**src/rtl/shared_noise_gen.sv**
```systemverilog
module shared_noise_gen #(
  parameter int NUM_CPU = 16,
  parameter int NUM_PIN = 8,
  parameter int CPU_W = 32,
  parameter int PIN_W = 8,
  parameter int SEED_ROUNDS = 64,
  parameter logic [127:0] RESET_SEED = 128'h9E3779B97F4A7C15_D1B54A32D192ED03
) (
  input  logic                     clk,
  input  logic                     rst_n,
  input  logic                     seed_valid,
  input  logic [1:0]               seed_quarter,
  input  logic [3:0]               seed_noise,
  input  logic [26:0]              seed_pvt,
  output logic                     seed_done,
  output logic [62:0]              result,
  output logic [NUM_CPU*CPU_W-1:0] cpu_rnd,
  output logic [NUM_PIN*PIN_W-1:0] pin_rnd
);
  localparam int RES_W = 63;
  localparam int CW = $clog2(SEED_ROUNDS + 1);

  function automatic int coprime_from(int v);
    int s = v;
    for (int i = 0; i < 8; i++)
      if ((s % 3 == 0) || (s % 7 == 0)) s++;
    return s;
  endfunction

  logic [127:0] st_q, st_next;
  logic [63:0]  lo, hi, t, n_lo, n_hi;
  logic [CW-1:0] cnt_q;
  logic          take;

  assign lo = st_q[63:0];
  assign hi = st_q[127:64];
  assign t = lo ^ hi;
  assign n_lo = {lo[39:0], lo[63:40]} ^ t ^ (t << 16);
  assign n_hi = {t[26:0], t[63:27]};
  assign seed_done = (cnt_q == CW'(SEED_ROUNDS));
  assign take = seed_valid && !seed_done;
  assign result = 63'((lo + hi) >> 1);

  always_comb begin
    st_next = {n_hi, n_lo};
    if (take) st_next[{seed_quarter, 5'b0} +: 32] = st_next[{seed_quarter, 5'b0} +: 32] ^ {1'b0, seed_pvt, seed_noise};
    if (st_next == '0) st_next = 128'h1;
  end

  always_ff @(posedge clk or negedge rst_n) begin
    if (!rst_n) begin
      st_q  <= RESET_SEED;
      cnt_q <= '0;
    end else begin
      st_q <= st_next;
      if (take) cnt_q <= cnt_q + 1'b1;
    end
  end

  for (genvar k = 0; k < NUM_CPU; k++) begin : g_cpu
    localparam int M = coprime_from(k + 1);
    for (genvar j = 0; j < CPU_W; j++) begin : g_bit
      localparam int IDX = (3 * k + j * M) % RES_W;
      localparam bit INV = ((3 * j + k) % 5) == 0;
      assign cpu_rnd[k*CPU_W+j] = result[IDX] ^ INV;
    end
  end

  for (genvar k = 0; k < NUM_PIN; k++) begin : g_pin
    localparam int P = coprime_from(k + 2);
    for (genvar j = 0; j < PIN_W; j++) begin : g_bit
      localparam int IDX = (11 * k + j * P) % RES_W;
      assign pin_rnd[k*PIN_W+j] = result[IDX];
    end
  end
endmodule


```
**config.mk**
```make
export PLATFORM = sky130hd
export DESIGN_NAME = shared_noise_gen
export DESIGN_NICKNAME = d
export VERILOG_FILES = /design/src/rtl/shared_noise_gen.sv
export SDC_FILE = /design/constraint.sdc
export NUM_CORES = 1
export LEC_CHECK = 0
export BUFFER_PORTS_ARGS = -buffer_cell sky130_fd_sc_hd__buf_2
export CAP_MARGIN = 20
export CELL_PAD_IN_SITES_DETAIL_PLACEMENT = 0
export CELL_PAD_IN_SITES_GLOBAL_PLACEMENT = 1
export CORE_AREA = 2 2 262 264
export CTS_BUF_LIST = sky130_fd_sc_hd__clkbuf_8
export DETAILED_ROUTE_END_ITERATION = 6
export DIE_AREA = 0 0 264 266
export GPL_ROUTABILITY_DRIVEN = 0
export PLACE_DENSITY_LB_ADDON = 0.1
export SYNTH_ARGS = -nofsm -noshare
export SYNTH_HDL_FRONTEND = slang
export SYNTH_SLANG_ARGS = --single-unit
```
**constraint.sdc**
```tcl
create_clock -name clk -period 4 [get_ports clk]
set_input_delay 0.8 -clock clk [delete_from_list [all_inputs] [get_ports clk]]
set_output_delay 0.8 -clock clk [all_outputs]
set_load 0.05 [all_outputs]
```
==> metrics.txt <==
Synth area leader=buf_4; Primary FF master, synth=dfstp_2; Synth Area in XOR/XNOR=around 13%; CP startpoint kind=flop; average size of a mapped cell=~8.3 um^2; Final min period=between 4 and 5 ns; initial antenna violation count=5; Synth Instances=just under 2000; I/O Pins=676; Buffers on Ports=675; HPWL after detailed placement=between 60 and 70 mm; flop2flop setup slack=-0.18 ns; failing checks=negative setup slack; combinational family with the most area after synthesis=buffers and inverters; post-synthesis mux area share=between 2 and 2.5%; area of the multi-input gates=~9900 um^2; GRT Residual Overflow=0; fmax=205 MHz; Final Instance Count excl. Fillers=between 3000 and 4000; Initial Util=roughly a quarter; flops & latches, synth=135; via count=approximately 17000; largest net degree at the start of global routing=55; die area=~70000 um^2; register area=3470 um^2; Max FO, Critical Path=3; Hold/Removal Path Class=input port to async pin; Crit Path Category=flop to primary output; R2R depth=14; Area contributors post-synth=buf_4 25%, dfstp_2 11%, dfrtp_1 11%, xnor2_1 7.0%, ha_1 5.5%; CTS clk-pin slew, worst paths=roughly 0.090 ns; vias in the first global route=approximately 16000; Residual DRC=0; row count=96; post-synthesis compound-gate area fraction=17.3%; final wirelength=85.5 mm; Filler cells=just under 7000; clk_lat worst skew=0.50 ns; CP arrival=slightly above 4 ns; routed len/inst=around 24 um; Synth Area in Simple Gates=approximately 11%; Num CTS Buffers=17; async set-reset flop share out of synthesis=100%; first-pass GRT wire length=117 mm; PnR worst setup slack=-0.883 ns; data required time of the worst path=about 3.2 ns; Setup-failing EPs final=around 500; critical path capture point type=primary output; Ys Warns=0; initial drt markers=1454; Vias/cell=between 4 and 5; P&R area growth vs syn=68.3%; Slew headroom=about a third; clock sink count=approximately 140; GRT Overall Usage=23.0%; list of most frequent post-synthesis cells=532 x buf_4, 135 x nand2_1, 127 x xnor2_1, 103 x a21oi_1, 99 x o21ai_0; RSZ-0062 raised after global routing=yes; top-count cell post-synth=buf_4; Nets=between 2000 and 3000; core region area=between 60000 and 70000 um^2; Synth Net Count=2034; sequential cell area fraction in the yosys report=a little over a fifth; share of layout cells above drive strength 1=around 64%; CTS HTree Levels=4; final-report hold violation count=0; Cell Area, Synth=around 16000 um^2; number of synthesized flops with an enable pin=0; buffer depth of the longest clock path=2; Die Y=roughly 270 um; Slew @ Worst Pin=between 0.9 and 1 ns; Netlist cell types=between 80 and 90; drt pass-1 iters=6; cell count after placement=approximately 3400; TritonCTS clock tree=yes; clk_skew=between 0.015 and 0.02 ns; post-synthesis adder-cell area fraction=5.62%; fin crit share=122%; Synth top area share=approximately 25%; Max-Cap Viols=0; final slew viol count=0; status=complete, but fails checks; ANT nets after route=0; Root Driver=clkbuf_8; Die Wd=roughly 260 um
[state kept, by name (all words and copies together), names as in the netlist]
register,flops
st_q,128
cnt_q,7
[layout make-up]
class | instances | share of cell area (%)
clock inverter | 15 | 0.663
timing repair buffer | 1334 | 43.2
tap | 882 | 4.12
multi-input combinational | 1107 | 37.1
sequential | 135 | 12.9
antenna | 2 | 0.0187
inverter | 65 | 1.06
clock buffer | 17 | 0.873
[layer usage]
metal	global-route usage, %	vias up	wire length [um]
met4	9.77	4	3460
met3	4.51	153	6320
met2	37.3	816	40500
met1	29.7	8097	35200
met5	0	-	27
li1	-	7551	-
[kinds of logic after synthesis]
group / after synthesis
multiplexers: 29
flip-flops: 135
buffers and inverters: 690
AND/OR/NAND/NOR: 350
AO/OA/AOI/OAI: 438
adder cells (fa/ha/maj): 71
XOR/XNOR: 214
[cells in the final DEF, fill, tap and decap left out, types with 48 or more instances in the layout]
cell type / n
buf_6: 187
dfrtp_1: 63
xnor2_1: 88
o22ai_1: 71
buf_12: 105
buf_8: 67
nand2_1: 128
buf_4: 560
buf_2: 404
o21ai_0: 86
a21oi_1: 82
inv_1: 48
dfstp_2: 68
[per-stage QoR]
step	instance area, um^2	utilization, %	setup TNS (ns)	setup WS (ns)	hold WS [ns]
detailed placement	21700	32.1	-64.51	-0.659	0.464
floorplan	17700	-	-16.82	-0.347	0.442
CTS	24900	36.8	-278.54	-0.954	0.281
global route	26800	39.6	-335.39	-1.04	0.307
global placement	21700	32.1	-65.09	-0.674	0.465
finish	26800	39.6	-233.22	-0.883	0.294
[final timing paths]
path                                end      from
max                        cpu_rnd[417]   st_q[0]
min                            st_q[59]     rst_n
max reg2reg                     st_q[0]  st_q[39]
min reg2reg                    cnt_q[6]  cnt_q[6]
max in group asynchronous      st_q[30]     rst_n
min in group clk               cnt_q[6]  cnt_q[6]
[worst max-delay path: stages, from the launching register on]
cell,delay [ns]
dfstp_2,0.56
ha_4,0.14
fa_2,0.19
a21o_1,0.13
a21oi_2,0.06
o21a_1,0.22
o211ai_1,0.43
buf_4,0.20
nand4_1,0.21
nand4_1,0.16
buf_4,0.15
nand3_4,0.09
buf_6,0.14
a21oi_4,0.13
buf_4,0.14
nor4_4,0.05
a211o_1,0.26
buf_4,0.16
buf_6,0.15
[what timing repair did]
action	4_1_cts	5_1_grt
hold buffers	0	0
gates cloned	7	2
pin swaps	60	70
endpoints found under the hold margin	0	0
resized for setup	566	374
setup buffers	69	51
setup endpoints to repair	532	592
Power is not shown: default switching activity piles up to over one toggle a cycle in this logic, so the estimate is an artifact.
